File: config.mk
export PLATFORM = sky130hd
export DESIGN_NAME = rx_out_gate
export DESIGN_NICKNAME = d
export VERILOG_FILES = /design/src/rtl/rog_pkg.sv /design/src/rtl/rog_lock_sync.sv /design/src/rtl/rog_release.sv /design/src/rtl/rog_mode.sv /design/src/rtl/rog_drive.sv /design/src/rtl/rx_out_gate.sv
export SDC_FILE = /design/constraint.sdc
export NUM_CORES = 1
export LEC_CHECK = 0
export BUFFER_PORTS_ARGS = -buffer_cell sky130_fd_sc_hd__buf_2
export CORE_UTILIZATION = 24
export CTS_CLUSTER_DIAMETER = 80
export DETAILED_ROUTE_END_ITERATION = 10
export PLACE_DENSITY = 0.88
export SLEW_MARGIN = 10
export SYNTH_ARGS = -nofsm -noshare
export SYNTH_HDL_FRONTEND = slang
export SYNTH_SLANG_ARGS = --single-unit
File: constraint.sdc
create_clock -name clk -period 1.5 [get_ports clk]
set_input_delay 0.375 -clock clk [delete_from_list [all_inputs] [get_ports clk]]
set_output_delay 0.375 -clock clk [all_outputs]
set_load 0.1 [all_outputs]
File: src/rtl/rog_pkg.sv
package rog_pkg;

   typedef enum logic [2:0] {
      GM_LIVE     = 3'd0,
      GM_HOLD     = 3'd1,
      GM_PD_QUIET = 3'd2,
      GM_PD_TRI   = 3'd3,
      GM_UL_QUIET = 3'd4,
      GM_UL_CLK   = 3'd5
   } gate_mode_e;

   function automatic logic mode_passes_clk(gate_mode_e m);
      return (m == GM_LIVE) || (m == GM_PD_TRI) || (m == GM_UL_CLK);
   endfunction

endpackage

File: src/rtl/rog_lock_sync.sv
module rog_lock_sync #(
   parameter int STAGES = 2
) (
   input  logic clk,
   input  logic rst_n,
   input  logic clr,
   input  logic din,
   output logic dout
);
   if (STAGES < 2) begin : g_bad_stages
      $error("rog_lock_sync: STAGES must be at least 2");
   end

   logic [STAGES-1:0] chain_q;

   always_ff @(posedge clk or negedge rst_n) begin
      if (!rst_n)   chain_q <= '0;
      else if (clr) chain_q <= '0;
      else          chain_q <= {chain_q[STAGES-2:0], din};
   end

   assign dout = chain_q[STAGES-1];
endmodule

File: src/rtl/rog_release.sv
module rog_release (
   input  logic clk,
   input  logic rst_n,
   input  logic clr,
   input  logic wr,
   input  logic wbit,
   output logic released
);
   logic rel_q;

   always_ff @(posedge clk or negedge rst_n) begin
      if (!rst_n)            rel_q <= 1'b0;
      else if (clr)          rel_q <= 1'b0;
      else if (wr && wbit)   rel_q <= 1'b1;
   end

   assign released = rel_q;
endmodule

File: src/rtl/rog_mode.sv
module rog_mode
   import rog_pkg::*;
(
   input  logic       pwr_on,
   input  logic       locked,
   input  logic       released,
   input  logic       sleep_sel,
   input  logic       hold_cfg,
   output gate_mode_e mode
);
   logic alive_sel;
   assign alive_sel = sleep_sel && !hold_cfg;

   always_comb begin
      if (!pwr_on)
         mode = alive_sel ? GM_PD_TRI : GM_PD_QUIET;
      else if (hold_cfg && !released)
         mode = GM_HOLD;
      else if (!locked)
         mode = alive_sel ? GM_UL_CLK : GM_UL_QUIET;
      else
         mode = GM_LIVE;
   end
endmodule

File: src/rtl/rog_drive.sv
module rog_drive
   import rog_pkg::*;
#(
   parameter int DATA_W = 24,
   parameter int CTRL_W = 3
) (
   input  gate_mode_e        mode,
   input  logic [DATA_W-1:0] rx_data,
   input  logic [CTRL_W-1:0] rx_ctrl,
   input  logic              rx_pclk,
   output logic [DATA_W-1:0] dout,
   output logic [CTRL_W-1:0] cout,
   output logic              pclk_out,
   output logic              oe
);
   logic pass_lane;
   assign pass_lane = (mode == GM_LIVE);

   for (genvar g = 0; g < DATA_W; g++) begin : g_data_lane
      assign dout[g] = rx_data[g] & pass_lane;
   end

   for (genvar g = 0; g < CTRL_W; g++) begin : g_ctrl_lane
      assign cout[g] = rx_ctrl[g] & pass_lane;
   end

   assign pclk_out = rx_pclk & mode_passes_clk(mode);
   assign oe       = (mode != GM_PD_TRI);
endmodule

File: src/rtl/rx_out_gate.sv
module rx_out_gate
   import rog_pkg::*;
#(
   parameter int DATA_W      = 24,
   parameter int CTRL_W      = 3,
   parameter int SYNC_STAGES = 2
) (
   input  logic              clk,
   input  logic              rst_n,
   input  logic              pwrdn_n,
   input  logic              lock_raw,
   input  logic              sleep_sel,
   input  logic              hold_cfg,
   input  logic              rel_wr,
   input  logic              rel_bit,
   input  logic [DATA_W-1:0] rx_data,
   input  logic [CTRL_W-1:0] rx_ctrl,
   input  logic              rx_pclk,
   output logic [DATA_W-1:0] dout,
   output logic [CTRL_W-1:0] cout,
   output logic              pclk_out,
   output logic              oe
);
   if (DATA_W < 1) begin : g_bad_data_w
      $error("rx_out_gate: DATA_W must be positive");
   end
   if (CTRL_W < 1) begin : g_bad_ctrl_w
      $error("rx_out_gate: CTRL_W must be positive");
   end

   logic       pd_clr;
   logic       locked;
   logic       released;
   gate_mode_e mode;

   assign pd_clr = !pwrdn_n;

   rog_lock_sync #(.STAGES(SYNC_STAGES)) u_sync (
      .clk  (clk),
      .rst_n(rst_n),
      .clr  (pd_clr),
      .din  (lock_raw),
      .dout (locked)
   );

   rog_release u_rel (
      .clk     (clk),
      .rst_n   (rst_n),
      .clr     (pd_clr),
      .wr      (rel_wr),
      .wbit    (rel_bit),
      .released(released)
   );

   rog_mode u_mode (
      .pwr_on   (pwrdn_n),
      .locked   (locked),
      .released (released),
      .sleep_sel(sleep_sel),
      .hold_cfg (hold_cfg),
      .mode     (mode)
   );

   rog_drive #(.DATA_W(DATA_W), .CTRL_W(CTRL_W)) u_drive (
      .mode    (mode),
      .rx_data (rx_data),
      .rx_ctrl (rx_ctrl),
      .rx_pclk (rx_pclk),
      .dout    (dout),
      .cout    (cout),
      .pclk_out(pclk_out),
      .oe      (oe)
   );
endmodule

==> impl_metrics.toml, run 1 <==
[status]
status = "aborted with a tool error"
flow.stopped_at = "4_1_cts"
error = "[ERROR DPL-0033] detailed placement checks failed during check placement."

[cts]
clk_path_buf_depth = 2
clkSinkCount = 3
post_cts_buffers = 1
hold_buffers = 1
cts_made_buffers = 3
h-tree-depth = 1
cts_repair_resize_count = 11
cts-root-buf = "clkbuf_4"

[placed_design]
dp_slack_ns = -0.07623
place.port_buffers = 64
place_congestion = 0.6489
dp_hpwl_um = 1488

[logic_synthesis]
synth_top_cell_area_share = 0.5390
yosysUniqueCellTypes = 10
synth_area_leaders = "and2_1 54%, dfrtp_1 22%, buf_6 6.7%"
syn_inst = 42
avgSynthCellArea_um2 = 8.014
syn_nets = 78
yosysSeqAreaShare = 0.2230
netlist_area_um2 = 336.6
yosys_warnings = 0
ys_ff_latch = 3
synth_top_area_cell = "and2_1"

[die]
fp.dieH_um = 39.45
start_util = 0.2587
die_width_um = 39.45
fp-row-count = 13
ios = 65
-- cells by family after synthesis --
logic type | share of synthesized area
AND/OR/NAND/NOR | 0.6134
flip-flops | 0.2230
AO/OA/AOI/OAI | 0.08551
buffers and inverters | 0.07805
-- Yosys cell counts --
library cell / n
a21oi_1: 1
a21oi_4: 1
and2_1: 29
buf_6: 2
dfrtp_1: 3
inv_1: 1
nand2_2: 1
nand2b_1: 1
nor2b_1: 2
o21a_1: 1
-- per-stage QoR --
step / util / area (um2) / hold WS, ns / setup TNS, ns / instances
3_5_place_dp: 0.9202 / 1197 / 0.1721 / -1.671 / 123
3_3_place_gp: 0.9202 / 1197 / 0.1701 / -0.8470 / 123
2_1_floorplan: - / 402.9 / 0.07941 / -0.1072 / 42
==> run 2, diff against run 1 <==
CORE_AREA = 2 2 63 65   (was not set)
CORE_UTILIZATION = not set   (was 24)
CTS_CLUSTER_DIAMETER = not set   (was 80)
DIE_AREA = 0 0 65 67   (was not set)
PLACE_DENSITY = not set   (was 0.88)
PLACE_DENSITY_LB_ADDON = 0.15   (was not set)
==> run 2 against run 1 <==
Against the previous run: the flow now finishes, with violations (setup timing); synthesized area unchanged; synthesized cell count unchanged.
==> impl_metrics.toml, run 2 <==
[placed_design]
dp_hpwl_um = 1384
place.port_buffers = 64
place_congestion = 0.5852
placed_cells = 155
dp_slack_ns = -0.08343

[logic_synthesis]
synthAdderAreaFrac = 0
syn_nets = 78
syn_inst = 42
synthSimpleGateAreaFrac = 0.6134
synth_top_area_cell = "and2_1"
yosys_warnings = 0
synth_top_cell_area_share = 0.5390
synth_edf_count = 0
synth-xor-area-share = 0
avgSynthCellArea_um2 = 8.014
synth_area_leaders = "and2_1 54%, dfrtp_1 22%, buf_6 6.7%"
synth-compound-area-share = 0.08550
synth_top_family_by_area = "simple AND/OR/NAND/NOR gates"
synth.area.mux_share = 0
synth_most_common_cell = "and2_1"
ys_ff_latch = 3
netlist_area_um2 = 336.6
yosysSeqAreaShare = 0.2230
netlist_top_cells_count = "29 x and2_1, 3 x dfrtp_1, 2 x buf_6, 2 x nor2b_1"
ys.flop_type = "dfrtp_1"
async_flop_share = 1.000
yosysUniqueCellTypes = 10

[die]
ios = 65
fp.dieArea_um2 = 4355
start_util = 0.09334
fp-row-count = 22
core_um2 = 3606
fp.dieH_um = 67
die_width_um = 65

[timing]
setup_viol = 28
hold_viol_final = 0
hold_ws_ns = 0.3662
period_minus_slack_ns = 1.675
fin_worst_skew_ns = 0.002566
fin_crit_sh = 1.117
tightest_slew_ns = 0.2420
rsz0062_at_grt = "yes"
max_freq_mhz = 597.0
layout_setup_ws_ns = -0.1750
final_max_slew_viol_count = 0
slew_headroom = 0.8383

[cts]
clk_latency_ns = 0.22
cts-root-buf = "clkbuf_8"
clk_path_buf_depth = 2
cts_tree = "done"
h-tree-depth = 1
cts_made_buffers = 3
clk_pin_slew_worst_paths_ns = 0.03
clkSinkCount = 3

[layout]
final_util = 0.3612
top_register = "u_sync.chain_q"
diodes = 0
drive_above_1_share = 0.9115
nets = 150
largest_register_ffs = 2
syn_to_final_growth_pct = 287.0
final_cell_mix = "35 x buf_2, 30 x buf_12, 22 x and2_4"
final_common_cell = "buf_2"
final_cells = 161
fill_cells = 365

[global_route]
grt.overflow.total = 0
grt_pass1_wl_um = 2601
grt_pass1_vias = 562
grt_max_degree = 22
grt_use_total = 0.07906
antenna_found_initial = 0

[setup_path]
critPathKind = "register to output pin"
worstPathArrival_ns = 1.30
worstSetupStartpointType = "register"
endpoint_kind = "output pin"
critPathRequiredTime_ns = 1.12
critPathMaxFanout = 21

[detailed_routing]
avgRoutedWirePerCell_um = 9.907
drt_iter0_drc = 9
via_per_inst = 3.472
antenna_left = 0
route.detailed.drc = 0
vias = 559
drt_wl_total_um = 1595
dr.pass1.iters = 2

[power_and_ir_drop]
p_per_area_nw_per_um2 = 421.5
power_w = 0.0005490
ir_drop_mv = 0.3956
leakagePower_nw = 0.6067

[status]
status = "complete, but fails checks"
violations = "setup timing"

[run]
timing.max_cap.violations = 0

[min_path]
min_path_type = "primary input to register"
run 2: power by group:
part / switching [W] / internal (W)
logic: 0.000122 / 0.000100
registers: 0.00000202 / 0.0000857
clock network: 0.0000572 / 0.000182
run 2: kinds of logic (layout without fill, tap and decap cells):
kind of cell	count (synthesis)	count (layout)
AO/OA/AOI/OAI	3	3
buffers and inverters	3	74
flip-flops	3	3
AND/OR/NAND/NOR	33	33
run 2: final timing paths:
check	start	to	slack, ns	cells past startpoint
worst max-delay path	u_rel.released$_DFFE_PN0P_	dout[6]	-0.17	5
worst min-delay path	lock_raw	u_sync.chain_q[0]$_DFF_PN0_	0.37	2
worst max register to register	u_rel.released$_DFFE_PN0P_	u_rel.released$_DFFE_PN0P_	0.68	3
worst min register to register	u_sync.chain_q[0]$_DFF_PN0_	u_sync.chain_q[1]$_DFF_PN0_	0.47	1
max in group asynchronous	rst_n	u_sync.chain_q[1]$_DFF_PN0_	0.91	2
min in group asynchronous	rst_n	u_sync.chain_q[0]$_DFF_PN0_	0.48	2
run 2: repair_timing:
action | CTS | global route
endpoints found under the hold margin | 3 | 0
hold buffers | 1 | 0
setup buffers | 1 | 0
pin swaps | 7 | 0
setup endpoints to repair | 28 | 28
gates resized for setup | 4 | 2
run 2: cell type report:
class                           count  area, um2  share of cell area
Clock buffer                        4      45.04             0.03458
Tap cell                           48      60.06             0.04611
Timing Repair Buffer               69      812.0              0.6234
Multi-Input combinational cell     36      306.5              0.2354
Sequential cell                     3      75.07             0.05764
Inverter                            1      3.754            0.002882
run 2: metrics by stage:
step,TNS (ns),area (um2)
after floorplan,-0.1072,402.9
after global placement,-1.415,1231
after detailed placement,-1.765,1231
after CTS,-4.608,1300
after global routing,-6.083,1303
final,-4.016,1303
run 2: per-layer routing:
layer | wire length, um | global-route usage
met1 | 550 | 0.08165
met2 | 812 | 0.1392
met3 | 199 | 0.02027
met4 | 33 | 0.05585
met5 | 0 | 0
run 2: critical path, stage by stage, from the launching register on:
cell and delay (ns):
dfrtp_1 0.35, inv_2 0.05, a21oi_4 0.16, buf_12 0.17, and2_2 0.17, buf_12 0.17
Power figures use the tool's default switching activity.
==> run 3, diff against run 2 <==
CELL_PAD_IN_SITES_DETAIL_PLACEMENT = 1   (was not set)
CELL_PAD_IN_SITES_GLOBAL_PLACEMENT = 1   (was not set)
CTS_CLUSTER_DIAMETER = 40   (was not set)
==> run 3 against run 2 <==
Against the previous run: the run still ends with setup timing left; sequential power barely moved; via count rose by 1.1%; design area fell by 0.77%; global-route usage rose by 0.60 points; setup slack improved by 0.0088 ns; power fell by 0.62%; first-iteration DRC count fell by 11%; largest power group unchanged; flip-flop and latch count did not move; highest routed layer unchanged.
==> impl_metrics.toml, run 3 (synthesis gave the netlist of run 2 again) <==
[status]
status = "complete, but fails checks"
violations = "setup timing"

[layout]
final_common_cell = "buf_2"
drive_above_1_share = 0.9115
top_register = "u_sync.chain_q"
diodes = 0
stdcell_area_um2 = 1292
largest_register_ffs = 2
fill_cells = 398
nets = 150
final_util = 0.3584
syn_to_final_growth_pct = 284.0
multi_input_area_um2 = 305.3
final_cell_mix = "35 x buf_2, 29 x buf_12, 21 x and2_4"
ff_latch_area_um2 = 75.07

[cts]
cts-root-buf = "clkbuf_8"
clk_path_buf_depth = 2
post_cts_buffers = 0
clk_latency_ns = 0.22
cts_made_buffers = 3
clk_pin_slew_worst_paths_ns = 0.03
clkSinkCount = 3
cts_tree = "done"
h-tree-depth = 1

[timing]
slew_headroom = 0.8182
hold_ws_ns = 0.3690
tightest_slew_ns = 0.2722
max_freq_mhz = 600.2
period_minus_slack_ns = 1.666
layout_setup_ws_ns = -0.1662
fin_worst_skew_ns = 0.003060
finalSetupTns_ns = -3.890
hold_viol_final = 0
fin_crit_sh = 1.111
rsz0062_at_grt = "yes"
final_max_slew_viol_count = 0
setup_viol = 28

[global_route]
grt.overflow.total = 0
grt_pass1_vias = 598
grt_max_degree = 14
grt_pass1_wl_um = 2801
antenna_found_initial = 0
grt_use_total = 0.08508

[die]
fp.dieH_um = 67
die_width_um = 65
fp-row-count = 22
ios = 65
fp.dieArea_um2 = 4355
core_um2 = 3606
start_util = 0.09334

[setup_path]
endpoint_kind = "output pin"
worstPathArrival_ns = 1.29
critPathKind = "register to output pin"
critPathRequiredTime_ns = 1.12
worstSetupStartpointType = "register"
critPathMaxFanout = 13

[placed_design]
placed_cell_area_um2 = 1226
place.port_buffers = 64
dp_hpwl_um = 1662
place_congestion = 0.6148

[detailed_routing]
route.detailed.drc = 0
antenna_left = 0
vias = 565
avgRoutedWirePerCell_um = 11.22
drt_iter0_drc = 8
drt_wl_total_um = 1807
via_per_inst = 3.509
dr.pass1.iters = 2

[min_path]
min_path_type = "primary input to register"

[power_and_ir_drop]
leakagePower_nw = 0.6042
ir_drop_mv = 0.5022
p_per_area_nw_per_um2 = 422.1

[run]
timing.max_cap.violations = 0
## run 3: final cells by class
class,instances,area share
Timing Repair Buffer,69,0.6215
Multi-Input combinational cell,36,0.2362
Sequential cell,3,0.05808
Tap cell,48,0.04647
Clock buffer,4,0.03485
Inverter,1,0.002904
## run 3: worst max-delay path: stages, from the launching register on
cell and delay (ns):
dfrtp_1 0.35, inv_2 0.05, a21oi_4 0.16, buf_6 0.16
and2_2 0.18, buf_12 0.17
## run 3: routing by layer
metal	track usage	vias up	part of all wire
met5	0	-	0
met4	0.04787	0	0.014
met3	0.01858	2	0.096
met2	0.1688	35	0.58
met1	0.07956	261	0.31
li1	-	267	-
## run 3: repair_timing
action,4_1_cts,5_1_grt
setup endpoints to repair,28,28
endpoints found under the hold margin,3,0
pin swaps,6,0
resized for setup,5,1
hold buffers,1,0
gates cloned,0,0
## run 3: per-stage QoR
| step | setup slack [ns] | total power, W | instances |
|---|---|---|---|
| after floorplan | -0.1072 | 0.0002003 | 42 |
| final | -0.1662 | 0.0005456 | 161 |
| after CTS | -0.1909 | 0.0005586 | 161 |
| after global placement | -0.07137 | 0.0003023 | 156 |
| after detailed placement | -0.1230 | 0.0003060 | 156 |
| after global routing | -0.2361 | 0.0005732 | 161 |
## run 3: power by group
group | leakage, nW | switching, W | internal [W]
Sequential | 0.0395 | 0.00000180 | 0.0000857
Clock | 0.0228 | 0.0000572 | 0.000182
Combinational | 0.542 | 0.000122 | 0.0000978
## run 3: final timing paths
check / start / endpoint / slack, ns / depth (start not counted)
max: u_rel.released$_DFFE_PN0P_ / dout[2] / -0.17 / 5
min: lock_raw / u_sync.chain_q[0]$_DFF_PN0_ / 0.37 / 2
min reg2reg: u_sync.chain_q[0]$_DFF_PN0_ / u_sync.chain_q[1]$_DFF_PN0_ / 0.46 / 1
max in group asynchronous: rst_n / u_sync.chain_q[0]$_DFF_PN0_ / 0.90 / 2
min in group asynchronous: rst_n / u_sync.chain_q[1]$_DFF_PN0_ / 0.49 / 2
max reg2reg: u_rel.released$_DFFE_PN0P_ / u_rel.released$_DFFE_PN0P_ / 0.83 / 2
==> run 4, diff against run 3 <==
clock period = 1.7 ns   (was 1.5 ns; I/O delays follow)
==> run 4 against run 3 <==
Against the previous run: the flow still finishes with violations (setup timing); critical endpoint is now cout[2]; die area unchanged; highest routed layer unchanged; flip-flop and latch count unchanged; clock skew down 0.0031 ns; count of clock-buffer cells in the layout unchanged.
==> impl_metrics.toml, run 4 (synthesis gave the netlist of run 2 again) <==
[layout]
syn_to_final_growth_pct = 272.9
top_register = "u_sync.chain_q"
final_cell_mix = "35 x buf_2, 30 x buf_12, 27 x and2_2"
nets = 149
fill_cells = 404
largest_register_ffs = 2
final_common_cell = "buf_2"
diodes = 0
drive_above_1_share = 0.9018

[detailed_routing]
drt_wl_total_um = 1733
route.detailed.drc = 0
antenna_left = 0
avgRoutedWirePerCell_um = 10.83
drt_iter0_drc = 17
via_per_inst = 3.519
dr.pass1.iters = 2
vias = 563

[status]
violations = "setup timing"
status = "complete, but fails checks"

[setup_path]
endpoint_kind = "output pin"
critPathKind = "register to output pin"
rr_worst_depth = 3
crit_end = "cout[2]"
timing.critical_path.from = "u_rel.released$_DFFE_PN0P_"
worstSetupStartpointType = "register"
critPathMaxFanout = 28
rr_endpoint = "u_rel.released$_DFFE_PN0P_"
critPathRequiredTime_ns = 1.27
rr_startpoint = "u_rel.released$_DFFE_PN0P_"
r2r_slack_ns = 0.89
worstPathArrival_ns = 1.28

[global_route]
grt_max_degree = 29
grt.overflow.total = 0
grt_pass1_wl_um = 2573
grt_use_total = 0.07832
grt_pass1_vias = 577
antenna_found_initial = 0

[placed_design]
place_congestion = 0.6155
place.port_buffers = 64
dp_hpwl_um = 1548

[timing]
fin_worst_skew_ns = 0.000009492
slew_headroom = 0.9055
finalSetupTns_ns = -0.009454
tightest_slew_ns = 0.1415
hold_viol_final = 0
final_max_slew_viol_count = 0
period_minus_slack_ns = 1.706
setup_viol = 3
fin_crit_sh = 1.004
rsz0062_at_grt = "yes"
max_freq_mhz = 586.0
layout_setup_ws_ns = -0.006417

[die]
ios = 65
die_width_um = 65
fp.dieArea_um2 = 4355
fp-row-count = 22
core_um2 = 3606
start_util = 0.09334
fp.dieH_um = 67

[power_and_ir_drop]
ir_drop_mv = 0.3539
p_comb_frac = 0.396
p_per_area_nw_per_um2 = 375.6
p_seq_frac = 0.164
p_sw_frac = 0.3253
leakagePower_nw = 0.5854
p_int_w = 0.0003180
switchingPower_w = 0.0001533
p_clk_frac = 0.440
power_w = 0.0004713

[cts]
clk_path_buf_depth = 2
clkSinkCount = 3
clk_latency_ns = 0.22
cts_tree = "done"
clk_pin_slew_worst_paths_ns = 0.03
h-tree-depth = 1
cts_made_buffers = 3
cts-root-buf = "clkbuf_8"

[run]
timing.max_cap.violations = 0

[min_path]
min_path_type = "primary input to register"
-- run 4: changes by cell type in the layout (fill, tap and decap cells not counted), sizes merged --
| cell | before | now |
|---|---|---|
| buf | 68 | 67 |
-- run 4: power by group through the flow --
stage	combinational (W)	clock, W	sequential, W
2_1_floorplan	0.0000934	0	0.0000774
3_3_place_gp	0.000182	0	0.0000779
3_5_place_dp	0.000184	0	0.0000781
4_1_cts	0.000186	0.000212	0.0000778
5_1_grt	0.000196	0.000223	0.0000779
6_report	0.000187	0.000207	0.0000774
-- run 4: per-layer routing --
| metal | vias up | wire length [um] | part of all wire | global-route usage |
|---|---|---|---|---|
| met3 | 3 | 195 | 0.11 | 0.01858 |
| li1 | 266 | - | - | - |
| met2 | 40 | 955 | 0.55 | 0.1585 |
| met4 | 0 | 31 | 0.018 | 0.03989 |
| met5 | - | 0 | 0 | 0 |
| met1 | 254 | 551 | 0.32 | 0.07150 |
-- run 4: worst min-delay path by stage --
stage	slack (ns)	start	to	cells after the start
final	0.42	lock_raw	u_sync.chain_q[0]$_DFF_PN0_	2
after global routing	0.43	lock_raw	u_sync.chain_q[0]$_DFF_PN0_	2
after CTS	0.001	rst_n	u_rel.released$_DFFE_PN0P_	1
after detailed placement	0.23	rst_n	u_sync.chain_q[1]$_DFF_PN0_	1
after global placement	0.22	rst_n	u_sync.chain_q[0]$_DFF_PN0_	1
after floorplan	0.13	rst_n	u_rel.released$_DFFE_PN0P_	0
-- run 4: what timing repair did --
item,4_1_cts,5_1_grt
buffers inserted,0,1
setup endpoints to repair,28,28
resized for setup,1,0
gates cloned,0,0
hold buffers,0,1
hold endpoints to repair,0,3
-- run 4: per-stage QoR --
| stage | utilization | setup WS (ns) | cell area [um2] | hold slack, ns | std cells |
|---|---|---|---|---|---|
| after global routing | 0.3480 | -0.06590 | 1255 | 0.4294 | 160 |
| after detailed placement | 0.3307 | 0.02205 | 1192 | 0.2284 | 154 |
| final | 0.3480 | -0.006417 | 1255 | 0.4166 | 160 |
| after CTS | 0.3432 | -0.04529 | 1237 | 0.001200 | 158 |
| after floorplan | - | 0.01282 | 371.6 | 0.1294 | 42 |
| after global placement | 0.3307 | 0.04760 | 1192 | 0.2241 | 154 |
-- run 4: critical path, cell delays in order (launching register included) --
cell and delay (ns):
dfrtp_1 0.35, inv_2 0.05, a21oi_4 0.13, buf_12 0.16, and2_2 0.18, buf_12 0.17
-- run 4: layout make-up --
cell class / count / area [um2] / area share
repair buffers: 68 / 800.8 / 0.6381
multi-input cells: 36 / 270.3 / 0.2154
flip-flops and latches: 3 / 75.07 / 0.05982
well taps: 48 / 60.06 / 0.04786
clock buffers: 4 / 45.04 / 0.03589
inverters: 1 / 3.754 / 0.002991
